[src/rtl/sp_pkg.sv]
package sp_pkg;
  typedef enum logic [1:0] {
    SP_HOLD = 2'd0,
    SP_PUSH = 2'd1,
    SP_POP  = 2'd2
  } sp_op_e;
endpackage

[src/rtl/sp_op_decode.sv]
module sp_op_decode
  import sp_pkg::*;
(
  input  logic   push_i,
  input  logic   pop_i,
  output sp_op_e op_o
);
  always_comb begin
    unique case ({push_i, pop_i})
      2'b10:   op_o = SP_PUSH;
      2'b01:   op_o = SP_POP;
      default: op_o = SP_HOLD; // idle or conflicting request
    endcase
  end
endmodule

[src/rtl/sp_guard.sv]
module sp_guard
  import sp_pkg::*;
#(
  parameter int unsigned PTR_W = 4
) (
  input  sp_op_e           op_i,
  input  logic [PTR_W-1:0] ptr_i,
  input  logic             full_i,
  output logic             step_en_o,
  output logic             ovf_hit_o,
  output logic             udf_hit_o
);
  localparam logic [PTR_W-1:0] PtrTop = {PTR_W{1'b1}};

  logic empty;
  assign empty     = (ptr_i == PtrTop) && !full_i;
  assign ovf_hit_o = (op_i == SP_PUSH) && full_i;
  assign udf_hit_o = (op_i == SP_POP) && empty;
  assign step_en_o = (op_i != SP_HOLD) && !ovf_hit_o && !udf_hit_o;
endmodule

[src/rtl/sp_counter.sv]
module sp_counter
  import sp_pkg::*;
#(
  parameter int unsigned PTR_W = 4
) (
  input  logic             clk_i,
  input  logic             rst_ni,
  input  sp_op_e           op_i,
  input  logic             step_en_i,
  output logic [PTR_W-1:0] ptr_o,
  output logic             full_o
);
  localparam logic [PTR_W-1:0] PtrTop  = {PTR_W{1'b1}};
  localparam logic [PTR_W-1:0] PtrOne  = {{(PTR_W-1){1'b0}}, 1'b1};
  localparam logic [PTR_W-1:0] PtrZero = '0;

  logic [PTR_W-1:0] ptr_d, ptr_q;
  logic             full_d, full_q;

  always_comb begin
    ptr_d  = ptr_q;
    full_d = full_q;
    if (step_en_i) begin
      if (op_i == SP_PUSH) begin
        ptr_d = ptr_q - PtrOne;            // wraps 0 -> top
        if (ptr_q == PtrZero) full_d = 1'b1;
      end else if (op_i == SP_POP) begin
        ptr_d  = ptr_q + PtrOne;           // wraps top -> 0 when leaving full
        full_d = 1'b0;
      end
    end
  end

  always_ff @(posedge clk_i or negedge rst_ni) begin
    if (!rst_ni) begin
      ptr_q  <= PtrTop;
      full_q <= 1'b0;
    end else begin
      ptr_q  <= ptr_d;
      full_q <= full_d;
    end
  end

  assign ptr_o  = ptr_q;
  assign full_o = full_q;
endmodule

[src/rtl/sp_flags.sv]
module sp_flags (
  input  logic clk_i,
  input  logic rst_ni,
  input  logic ovf_hit_i,
  input  logic udf_hit_i,
  output logic ovf_o,
  output logic udf_o
);
  always_ff @(posedge clk_i or negedge rst_ni) begin
    if (!rst_ni) begin
      ovf_o <= 1'b0;
      udf_o <= 1'b0;
    end else begin
      if (ovf_hit_i) ovf_o <= 1'b1;
      if (udf_hit_i) udf_o <= 1'b1;
    end
  end
endmodule

[src/rtl/sp_addr_drive.sv]
module sp_addr_drive #(
  parameter int unsigned ADDR_W = 16,
  parameter int unsigned PTR_W  = 4
) (
  input  logic [PTR_W-1:0]  ptr_i,
  input  logic              oe_i,
  output logic [ADDR_W-1:0] addr_o
);
  localparam int unsigned PAGE_W = ADDR_W - PTR_W;

  logic [ADDR_W-1:0] addr_full;

  genvar gi;
  generate
    for (gi = 0; gi < ADDR_W; gi++) begin : g_bit
      if (gi >= PTR_W) begin : g_page
        assign addr_full[gi] = 1'b1;
      end else begin : g_ptr
        assign addr_full[gi] = ptr_i[gi];
      end
    end
  endgenerate

  assign addr_o = oe_i ? addr_full : {ADDR_W{1'b0}};

  initial begin
    if (PAGE_W < 1) $error("ADDR_W must exceed PTR_W");
  end
endmodule

[src/rtl/stack_ptr_fixed_page.sv]
module stack_ptr_fixed_page
  import sp_pkg::*;
#(
  parameter int unsigned ADDR_W = 16,
  parameter int unsigned PTR_W  = 4
) (
  input  logic              clk_i,
  input  logic              rst_ni,
  input  logic              push_i,
  input  logic              pop_i,
  input  logic              oe_i,
  output logic [ADDR_W-1:0] addr_o,
  output logic              ovf_o,
  output logic              udf_o
);
  sp_op_e           op;
  logic [PTR_W-1:0] ptr_q;
  logic             full_q;
  logic             step_en, ovf_hit, udf_hit;

  sp_op_decode u_dec (
    .push_i (push_i),
    .pop_i  (pop_i),
    .op_o   (op)
  );

  sp_guard #(.PTR_W(PTR_W)) u_guard (
    .op_i      (op),
    .ptr_i     (ptr_q),
    .full_i    (full_q),
    .step_en_o (step_en),
    .ovf_hit_o (ovf_hit),
    .udf_hit_o (udf_hit)
  );

  sp_counter #(.PTR_W(PTR_W)) u_cnt (
    .clk_i     (clk_i),
    .rst_ni    (rst_ni),
    .op_i      (op),
    .step_en_i (step_en),
    .ptr_o     (ptr_q),
    .full_o    (full_q)
  );

  sp_flags u_flags (
    .clk_i     (clk_i),
    .rst_ni    (rst_ni),
    .ovf_hit_i (ovf_hit),
    .udf_hit_i (udf_hit),
    .ovf_o     (ovf_o),
    .udf_o     (udf_o)
  );

  sp_addr_drive #(.ADDR_W(ADDR_W), .PTR_W(PTR_W)) u_drv (
    .ptr_i  (ptr_q),
    .oe_i   (oe_i),
    .addr_o (addr_o)
  );
endmodule

[config.mk]
export PLATFORM = sky130hd
export DESIGN_NAME = stack_ptr_fixed_page
export DESIGN_NICKNAME = d
export VERILOG_FILES = /design/src/rtl/sp_pkg.sv /design/src/rtl/sp_op_decode.sv /design/src/rtl/sp_guard.sv /design/src/rtl/sp_counter.sv /design/src/rtl/sp_flags.sv /design/src/rtl/sp_addr_drive.sv /design/src/rtl/stack_ptr_fixed_page.sv
export SDC_FILE = /design/constraint.sdc
export NUM_CORES = 1
export LEC_CHECK = 0
export ABC_CLOCK_PERIOD_IN_PS = 1800
export BUFFER_PORTS_ARGS = -buffer_cell sky130_fd_sc_hd__buf_2
export CORE_AREA = 2 2 39 41
export CTS_CLUSTER_SIZE = 25
export DETAILED_ROUTE_END_ITERATION = 6
export DIE_AREA = 0 0 41 43
export GPL_TIMING_DRIVEN = 0
export PLACE_DENSITY = 0.77
export RECOVER_POWER = 25
export SYNTH_ARGS = -nofsm -noshare
export SYNTH_HDL_FRONTEND = slang
export SYNTH_SLANG_ARGS = --single-unit
[constraint.sdc]
create_clock -name clk_i -period 1.8 [get_ports clk_i]
set_clock_uncertainty 0.2 [all_clocks]
set_input_delay 0.18 -clock clk_i [delete_from_list [all_inputs] [get_ports clk_i]]
set_output_delay 0.18 -clock clk_i [all_outputs]
set_load 0.01 [all_outputs]
==> impl_metrics.json, run 1 <==
{
  "status": "complete, no violations",
  "vias_per_cell": 4.592,
  "yosysSeqAreaShare": 0.3295,
  "cts_buffers": 3,
  "num_antenna_cells": 0,
  "r2r_cells": 4,
  "ant_nets": 0,
  "dpl_cell_area_um2": 676.9,
  "dr.pass1.iters": 4,
  "max_slew_margin": 0.7756,
  "antenna_found_initial": 0,
  "min_from": "pop_i",
  "cts_root_buf": "clkbuf_4",
  "synth_edf_count": 0,
  "path_max_fanout": 7,
  "wl_um": 969,
  "synth-warning-count": 0,
  "finalHoldViolCount": 0,
  "vias": 450,
  "ys_types": 26,
  "drc": 0,
  "fp.dieH_um": 43,
  "fp-row-count": 14,
  "r2r_start": "u_cnt.ptr_o[0]$_DFFE_PN1P_",
  "power_density_nw_per_um2": 1196,
  "core_um2": 1384,
  "die_w_um": 41,
  "clkLatencyLatePin_ns": 0.24,
  "clkTransAtPathRegs_ns": 0.05,
  "ys_top_cells_by_area": "dfstp_2 19%, buf_4 16%, dfrtp_1 14%",
  "p_leak_uw": 0.0003623,
  "syn-num-nets": 64,
  "dp_hpwl_um": 769.8,
  "ys_seq_elements": 7,
  "cts_sinks": 7,
  "required_ns": 1.77,
  "drv_cap": 0,
  "yosysTopAreaCell": "dfstp_2",
  "rrSetupSlack_ns": 0.06,
  "grt_overflow": 0,
  "syn_area_um2": 546.8,
  "clockBufferDepth": 2,
  "grt_max_degree": 17,
  "worstHoldEndpoint": "u_cnt.full_o$_DFFE_PN0P_",
  "gp_congestion": 0.6890,
  "fin_crit_sh": 0.9665,
  "syn_to_final_growth_pct": 30.43,
  "fmax_mhz": 574.8,
  "stdcell_count": 98,
  "io_buffers": 22,
  "cts_tree": "built",
  "async_flop_share": 1.000,
  "routedWlPerCell_um": 9.888,
  "irDropWorstVdd_mv": 0.7207,
  "final_core_util": 0.5154,
  "dp_cells": 93,
  "grt_pass1_wl_um": 1490,
  "whs_path_depth": 3,
  "fin_area_um2": 713.2,
  "yosysMostFrequentCell": "buf_4",
  "regToRegEndpoint": "u_cnt.ptr_o[1]$_DFFE_PN1P_",
  "initial_core_util": 0.3951,
  "fin_crit_ns": 1.740,
  "ys.flop_type": "dfstp_2",
  "cp-start-kind": "flip-flop",
  "htreeDepth": 1,
  "cp-end-kind": "flip-flop",
  "setup_violations": 0,
  "drive_gt1_frac": 0.5366,
  "grt_pass1_vias": 362,
  "syn_area_per_cell_um2": 9.941,
  "drv_slew": 0,
  "drtIter0Drc": 7,
  "worstMarginPinSlew_ns": 0.3366,
  "synthTopCellsByCount": "12 x buf_4, 4 x dfstp_2, 4 x ha_1",
  "die_area_um2": 1763,
  "arrival_ns": 1.71,
  "worstSetupPathType": "flip-flop to flip-flop",
  "syn_inst": 55,
  "synth_top_area_frac": 0.1922,
  "grt_use_total": 0.1247,
  "post_cts_buffers": 0,
  "hold_path.class": "primary input to flip-flop",
  "layout.nets": 92,
  "io_pins": 23
}
placed cells by master (no fill, tap or decap):
master / count
a211oi_1: 1
a21o_1: 1
a21oi_1: 2
and2_1: 3
and2_2: 1
and3_1: 1
buf_2: 21
buf_4: 12
clkbuf_1: 3
clkbuf_4: 3
dfrtp_1: 3
dfstp_2: 4
dlygate4sd3_1: 1
ha_1: 4
inv_1: 3
mux2_1: 1
mux2_2: 1
nand2_1: 1
nand2_2: 1
nand2b_1: 2
nand3_1: 1
nand3b_1: 1
nand4b_1: 1
nor3b_1: 1
nor3b_2: 1
o31ai_1: 2
o41ai_1: 1
or4b_1: 1
xnor2_1: 3
xor2_1: 1
metrics by stage:
step | hold slack, ns | setup TNS [ns] | power (uW) | setup slack [ns]
4_1_cts | 0.09299 | 0 | 863.2 | 0.06909
2_1_floorplan | -0.3156 | 0 | 603.3 | 0.1965
3_3_place_gp | -0.1892 | 0 | 712.1 | 0.01540
5_1_grt | 0.1638 | -0.01389 | 937.6 | -0.01389
6_report | 0.1369 | 0 | 853.2 | 0.06037
3_5_place_dp | -0.1867 | -0.02981 | 720.9 | -0.02896
flip-flops by register name (all words and copies together), names as in the netlist:
register,count
u_cnt.full_o,1
u_flags.udf_o,1
u_cnt.ptr_o,4
u_flags.ovf_o,1
layout make-up:
| cell class | count | area [um2] |
|---|---|---|
| multi-input combinational | 32 | 262.8 |
| tap | 16 | 20.02 |
| timing repair buffer | 23 | 117.6 |
| fill | 149 | 670.6 |
| buffer | 13 | 95.09 |
| inverter | 3 | 11.26 |
| clock buffer | 4 | 26.28 |
| sequential | 7 | 180.2 |
cell families after synthesis:
logic type	synth area share
flops	0.3295
fa+ha+maj	0.09154
simple gates	0.1900
mux	0.04119
buf+inv	0.1945
xor+xnor	0.06408
compound gates	0.08925
layer usage:
metal	wire length (um)	up-vias	GRT usage
li1	-	231	-
met1	420	201	0.1495
met2	464	18	0.1969
met3	83	0	0.03141
met4	0	0	0.06000
met5	0	-	0
what timing repair did:
item                                    4_1_cts  5_1_grt
resized for setup                             0        1
endpoints found under the setup margin        0        1
hold buffers                                  1        0
hold endpoints to repair                      7        0
how the worst max path moves through the flow:
stage / startpoint / end / cells past startpoint / slack, ns
finish: u_cnt.ptr_o[0]$_DFFE_PN1P_ / u_cnt.ptr_o[1]$_DFFE_PN1P_ / 4 / 0.06
global route: u_cnt.ptr_o[0]$_DFFE_PN1P_ / u_cnt.ptr_o[1]$_DFFE_PN1P_ / 4 / -0.01
CTS: u_cnt.ptr_o[0]$_DFFE_PN1P_ / u_cnt.ptr_o[1]$_DFFE_PN1P_ / 4 / 0.07
detailed placement: pop_i / u_cnt.ptr_o[2]$_DFFE_PN1P_ / 10 / -0.03
global placement: pop_i / u_cnt.ptr_o[2]$_DFFE_PN1P_ / 10 / 0.02
floorplan: pop_i / u_cnt.ptr_o[2]$_DFFE_PN1P_ / 9 / 0.20
power breakdown:
group | total (uW) | internal [uW] | switching, uW
clock | 135 | 84.1 | 50.6
sequential | 366 | 276 | 90.0
combinational | 352 | 199 | 153
worst max-delay path: stages (launching register included):
cell      delay [ns]
dfstp_2         0.58
and3_1          0.18
nand4b_1        0.21
nand2_2         0.15
mux2_2          0.33
(Power assumes the default switching activity.)
==> inputs of run 2 (changes only) <==
--- a/config.mk
+++ b/config.mk
@@ -14,6 +14,7 @@
 export GPL_TIMING_DRIVEN = 0
 export PLACE_DENSITY = 0.77
 export RECOVER_POWER = 25
+export SETUP_SLACK_MARGIN = 0.5
 export SYNTH_ARGS = -nofsm -noshare
 export SYNTH_HDL_FRONTEND = slang
 export SYNTH_SLANG_ARGS = --single-unit
==> impl_metrics.json, run 2 (same netlist as run 1, synthesis figures left out) <==
{
  "rsz0062_at_grt": "true",
  "die_area_um2": 1763,
  "slowest_stage": "dfstp_2",
  "grt_pass1_vias": 441,
  "grt_overflow": 0,
  "drv_slew": 0,
  "vias_per_cell": 4.644,
  "fin_crit_sh": 0.9062,
  "power_density_nw_per_um2": 1248,
  "critPathLaunch": "u_cnt.ptr_o[0]$_DFFE_PN1P_",
  "drive_gt1_frac": 0.5795,
  "cts_sinks": 7,
  "grt_max_degree": 17,
  "core_um2": 1384,
  "die_w_um": 41,
  "final_core_util": 0.5651,
  "drc": 0,
  "path_cells": "and3_1 -> nor3b_2 -> o31ai_1 -> mux2_1",
  "num_antenna_cells": 0,
  "htreeDepth": 1,
  "max_slew_margin": 0.7611,
  "drv_cap": 0,
  "worstMarginPinSlew_ns": 0.3537,
  "io_pins": 23,
  "cp-start-kind": "flip-flop",
  "cts_tree": "built",
  "worstSetupPathType": "flip-flop to flip-flop",
  "clkTransAtPathRegs_ns": 0.05,
  "whs_ns": 0.1466,
  "antenna_found_initial": 0,
  "routedWlPerCell_um": 9.942,
  "r2r_start": "u_cnt.ptr_o[0]$_DFFE_PN1P_",
  "setup_violations": 0,
  "vias": 483,
  "fp-row-count": 14,
  "path_buf_inv": 0,
  "cts_root_buf": "clkbuf_4",
  "nFillCells": 138,
  "hold_path.class": "primary input to asynchronous set/reset pin",
  "layout_commonest_cell": "buf_2",
  "dp_hpwl_um": 758.4,
  "status": "complete, no violations",
  "initial_core_util": 0.3951,
  "irDropWorstVdd_mv": 1.152,
  "critPathMaxStageDelay_ns": 0.58,
  "clockBufferDepth": 2,
  "wl_um": 1034,
  "cts_buffers": 3,
  "fmax_mhz": 613.0,
  "clkLatencyLatePin_ns": 0.24,
  "ant_nets": 0,
  "grt_use_total": 0.1418,
  "final_cell_mix": "19 x buf_2, 17 x buf_4, 4 x ha_1, 4 x dfstp_2",
  "drtIter0Drc": 6,
  "layout.nets": 98,
  "dp_cells": 93,
  "dr.pass1.iters": 4,
  "required_ns": 1.77,
  "syn_to_final_growth_pct": 43.02,
  "stdcell_count": 104,
  "multi_input_area_um2": 270.3,
  "grt_pass1_wl_um": 1718,
  "fin_crit_ns": 1.631,
  "cp-end-kind": "flip-flop",
  "largest_reg_flops": 4,
  "critPathTopFamily": "flip-flops",
  "path_max_fanout": 6,
  "arrival_ns": 1.60,
  "io_buffers": 22,
  "gp_congestion": 0.7807,
  "ff_latch_area_um2": 180.2,
  "p_leak_uw": 0.0003983,
  "finalHoldViolCount": 0,
  "fp.dieH_um": 43
}
==> run 2: cell type report <==
type                       count  share of cell area
buffer                        13              0.1296
clock buffer                   4             0.03360
inverter                       3             0.01440
multi-input combinational     32              0.3456
sequential                     7              0.2304
tap                           16             0.02560
timing repair buffer          29              0.2208
==> run 2: per-stage QoR <==
step	setup WS (ns)	TNS (ns)	total power, uW	area [um2]
4_1_cts	0.1614	0	972.7	779.5
5_1_grt	0.01124	0	1060	782.0
6_report	0.1688	0	976.1	782.0
2_1_floorplan	0.2133	0	613.7	556.8
3_3_place_gp	0.02771	0	721.4	686.9
3_5_place_dp	-0.02509	-0.02509	736.1	686.9
==> run 2: worst paths after layout <==
path / cells past startpoint / slack [ns] / end
setup / recovery: 4 / 0.17 / u_cnt.ptr_o[3]$_DFFE_PN1P_
hold / removal: 2 / 0.15 / u_flags.ovf_o$_DFFE_PN0P_
setup reg to reg: 4 / 0.17 / u_cnt.ptr_o[3]$_DFFE_PN1P_
hold reg to reg: 1 / 0.24 / u_flags.ovf_o$_DFFE_PN0P_
max in group asynchronous: 2 / 0.95 / u_cnt.ptr_o[1]$_DFFE_PN1P_
min in group clk_i: 3 / 0.17 / u_cnt.full_o$_DFFE_PN0P_
==> run 2: where the power goes <==
part / internal (uW) / switching [uW]
Clock: 84.1 / 50.7
Sequential: 276 / 87.5
Combinational: 285 / 193
Total: 645 / 331
==> run 2: metal layers <==
metal,global-route usage,part of all wire,vias to the layer above
met5,0,0,-
met4,0.02000,0,0
met3,0.06283,0.091,0
met2,0.2313,0.52,21
met1,0.1689,0.39,221
li1,-,-,241
==> run 2: worst reg2reg max path, stage by stage, from the launching register on <==
cell and delay (ns):
dfstp_2 0.58, and3_1 0.18, nor3b_2 0.17, o31ai_1 0.10, mux2_1 0.33
==> run 2: repair_timing <==
action,4_1_cts,5_1_grt
pin swaps,3,1
hold buffers,1,0
hold endpoints to repair,7,0
buffers inserted,6,0
setup endpoints to repair,10,10
resized for setup,3,1
==> inputs of run 3 (changes only) <==
--- a/config.mk
+++ b/config.mk
@@ -13,7 +13,6 @@
 export DIE_AREA = 0 0 41 43
 export GPL_TIMING_DRIVEN = 0
 export PLACE_DENSITY = 0.77
-export RECOVER_POWER = 25
 export SETUP_SLACK_MARGIN = 0.5
 export SYNTH_ARGS = -nofsm -noshare
 export SYNTH_HDL_FRONTEND = slang
==> impl_metrics.json, run 3 (same netlist as run 1, synthesis figures left out) <==
{
  "status": "complete, no violations",
  "fp-row-count": 14,
  "drv_slew": 0,
  "fmax_mhz": 613.0,
  "seqPwrFrac": 0.372,
  "dp_cells": 93,
  "rsz0062_at_grt": "true",
  "grt_use_total": 0.1418,
  "fin_tns_setup_ns": 0,
  "vias_per_cell": 4.644,
  "cts_tree": "built",
  "hold_path.class": "primary input to asynchronous set/reset pin",
  "cp-end-kind": "flip-flop",
  "slowest_stage": "dfstp_2",
  "nFillCells": 136,
  "routedWlPerCell_um": 9.952,
  "p_leak_uw": 0.0004038,
  "arrival_ns": 1.60,
  "finalHoldViolCount": 0,
  "ant_nets": 0,
  "dp_hpwl_um": 758.4,
  "post-place-ws_ns": -0.02509,
  "grt_pass1_wl_um": 1718,
  "vias": 483,
  "cp-start-kind": "flip-flop",
  "io_buffers": 22,
  "drive_gt1_frac": 0.6023,
  "grt_pass1_vias": 441,
  "path_max_fanout": 6,
  "wl_um": 1035,
  "fp.dieH_um": 43,
  "critPathMaxStageDelay_ns": 0.58,
  "cts_buffers": 3,
  "fin_crit_sh": 0.9062,
  "drv_cap": 0,
  "drc": 0,
  "fin_ws_ns": 0.1688,
  "largest_reg_flops": 4,
  "max_slew_margin": 0.7611,
  "layout.nets": 98,
  "whs_ns": 0.08782,
  "clkTransAtPathRegs_ns": 0.05,
  "antenna_found_initial": 0,
  "gp_congestion": 0.7807,
  "switching_share": 0.3386,
  "num_antenna_cells": 0,
  "internal_power_uw": 646.0,
  "final_cell_mix": "21 x buf_2, 17 x buf_4, 4 x ha_1, 4 x dfstp_2",
  "die_area_um2": 1763,
  "cts_root_buf": "clkbuf_4",
  "setup_violations": 0,
  "cts_sinks": 7,
  "p_comb_frac": 0.490,
  "layout_commonest_cell": "buf_2",
  "dr.pass1.iters": 4,
  "fin_crit_ns": 1.631,
  "grt_max_degree": 17,
  "clockBufferDepth": 2,
  "required_ns": 1.77,
  "grt_overflow": 0,
  "irDropWorstVdd_mv": 1.152,
  "htreeDepth": 1,
  "drtIter0Drc": 6,
  "p_sw_uw": 330.7,
  "worstMarginPinSlew_ns": 0.3537,
  "path_cells": "and3_1 -> nor3b_2 -> o31ai_1 -> mux2_1",
  "syn_to_final_growth_pct": 43.48,
  "core_um2": 1384,
  "power_density_nw_per_um2": 1245,
  "clkLatencyLatePin_ns": 0.24,
  "initial_core_util": 0.3951,
  "stdcell_count": 104,
  "pwr-share-clk": 0.138,
  "worstSetupPathType": "flip-flop to flip-flop",
  "die_w_um": 41,
  "io_pins": 23
}
==> run 3: worst paths after layout <==
kind                       slack [ns]                  startpoint  cells past startpoint                          to
max in group asynchronous        1.08                      rst_ni                      2  u_cnt.ptr_o[1]$_DFFE_PN1P_
setup reg to reg                 0.17  u_cnt.ptr_o[0]$_DFFE_PN1P_                      4  u_cnt.ptr_o[3]$_DFFE_PN1P_
hold / removal                   0.09                      rst_ni                      2   u_flags.ovf_o$_DFFE_PN0P_
setup / recovery                 0.17  u_cnt.ptr_o[0]$_DFFE_PN1P_                      4  u_cnt.ptr_o[3]$_DFFE_PN1P_
min in group clk_i               0.13                       pop_i                      3    u_cnt.full_o$_DFFE_PN0P_
hold reg to reg                  0.24   u_flags.ovf_o$_DFFE_PN0P_                      1   u_flags.ovf_o$_DFFE_PN0P_
==> run 3: per-layer routing <==
metal  up-vias  track usage  wire, um  part of all wire
li1        241            -         -                 -
met2        21       0.2313       533              0.51
met5         -            0         0                 0
met3         0      0.06283        95             0.092
met4         0      0.02000         0                 0
met1       221       0.1689       406              0.39
==> run 3: power groups by stage <==
stage / sequential (uW) / combinational, uW / clock (uW)
after floorplan: 360 / 254 / 0
after global placement: 369 / 352 / 0
after detailed placement: 373 / 363 / 0
after CTS: 361 / 471 / 140
after global routing: 377 / 531 / 153
final: 363 / 479 / 135
==> run 3: layout make-up <==
class / count / area (um2) / share of cell area
multi-input cells: 32 / 270.3 / 0.3445
flip-flops and latches: 7 / 180.2 / 0.2297
repair buffers: 29 / 175.2 / 0.2233
plain buffers: 13 / 101.3 / 0.1292
clock buffers: 4 / 26.28 / 0.03349
well taps: 16 / 20.02 / 0.02552
inverters: 3 / 11.26 / 0.01435
==> run 3: what timing repair did <==
item,4_1_cts,5_1_grt
pin swaps,3,1
hold buffers,1,0
endpoints found under the hold margin,7,0
gates cloned,0,0
setup endpoints to repair,10,10
buffers inserted,6,0
resized for setup,3,1
==> run 3: stage by stage <==
| stage | power [uW] | instance area (um2) | util |
|---|---|---|---|
| 2_1_floorplan | 613.7 | 556.8 | - |
| 3_3_place_gp | 721.4 | 686.9 | 0.4964 |
| 3_5_place_dp | 736.1 | 686.9 | 0.4964 |
| 4_1_cts | 972.7 | 779.5 | 0.5633 |
| 5_1_grt | 1061 | 784.5 | 0.5669 |
| 6_report | 976.7 | 784.5 | 0.5669 |
==> run 3: worst max-delay path: cells and delay by family, from the launching register on <==
family             cells  cell delay, ns
DFF                    1            0.58
and+or+nand+nor        2            0.35
AOI/OAI and AO/OA      1            0.10
muxes                  1            0.33
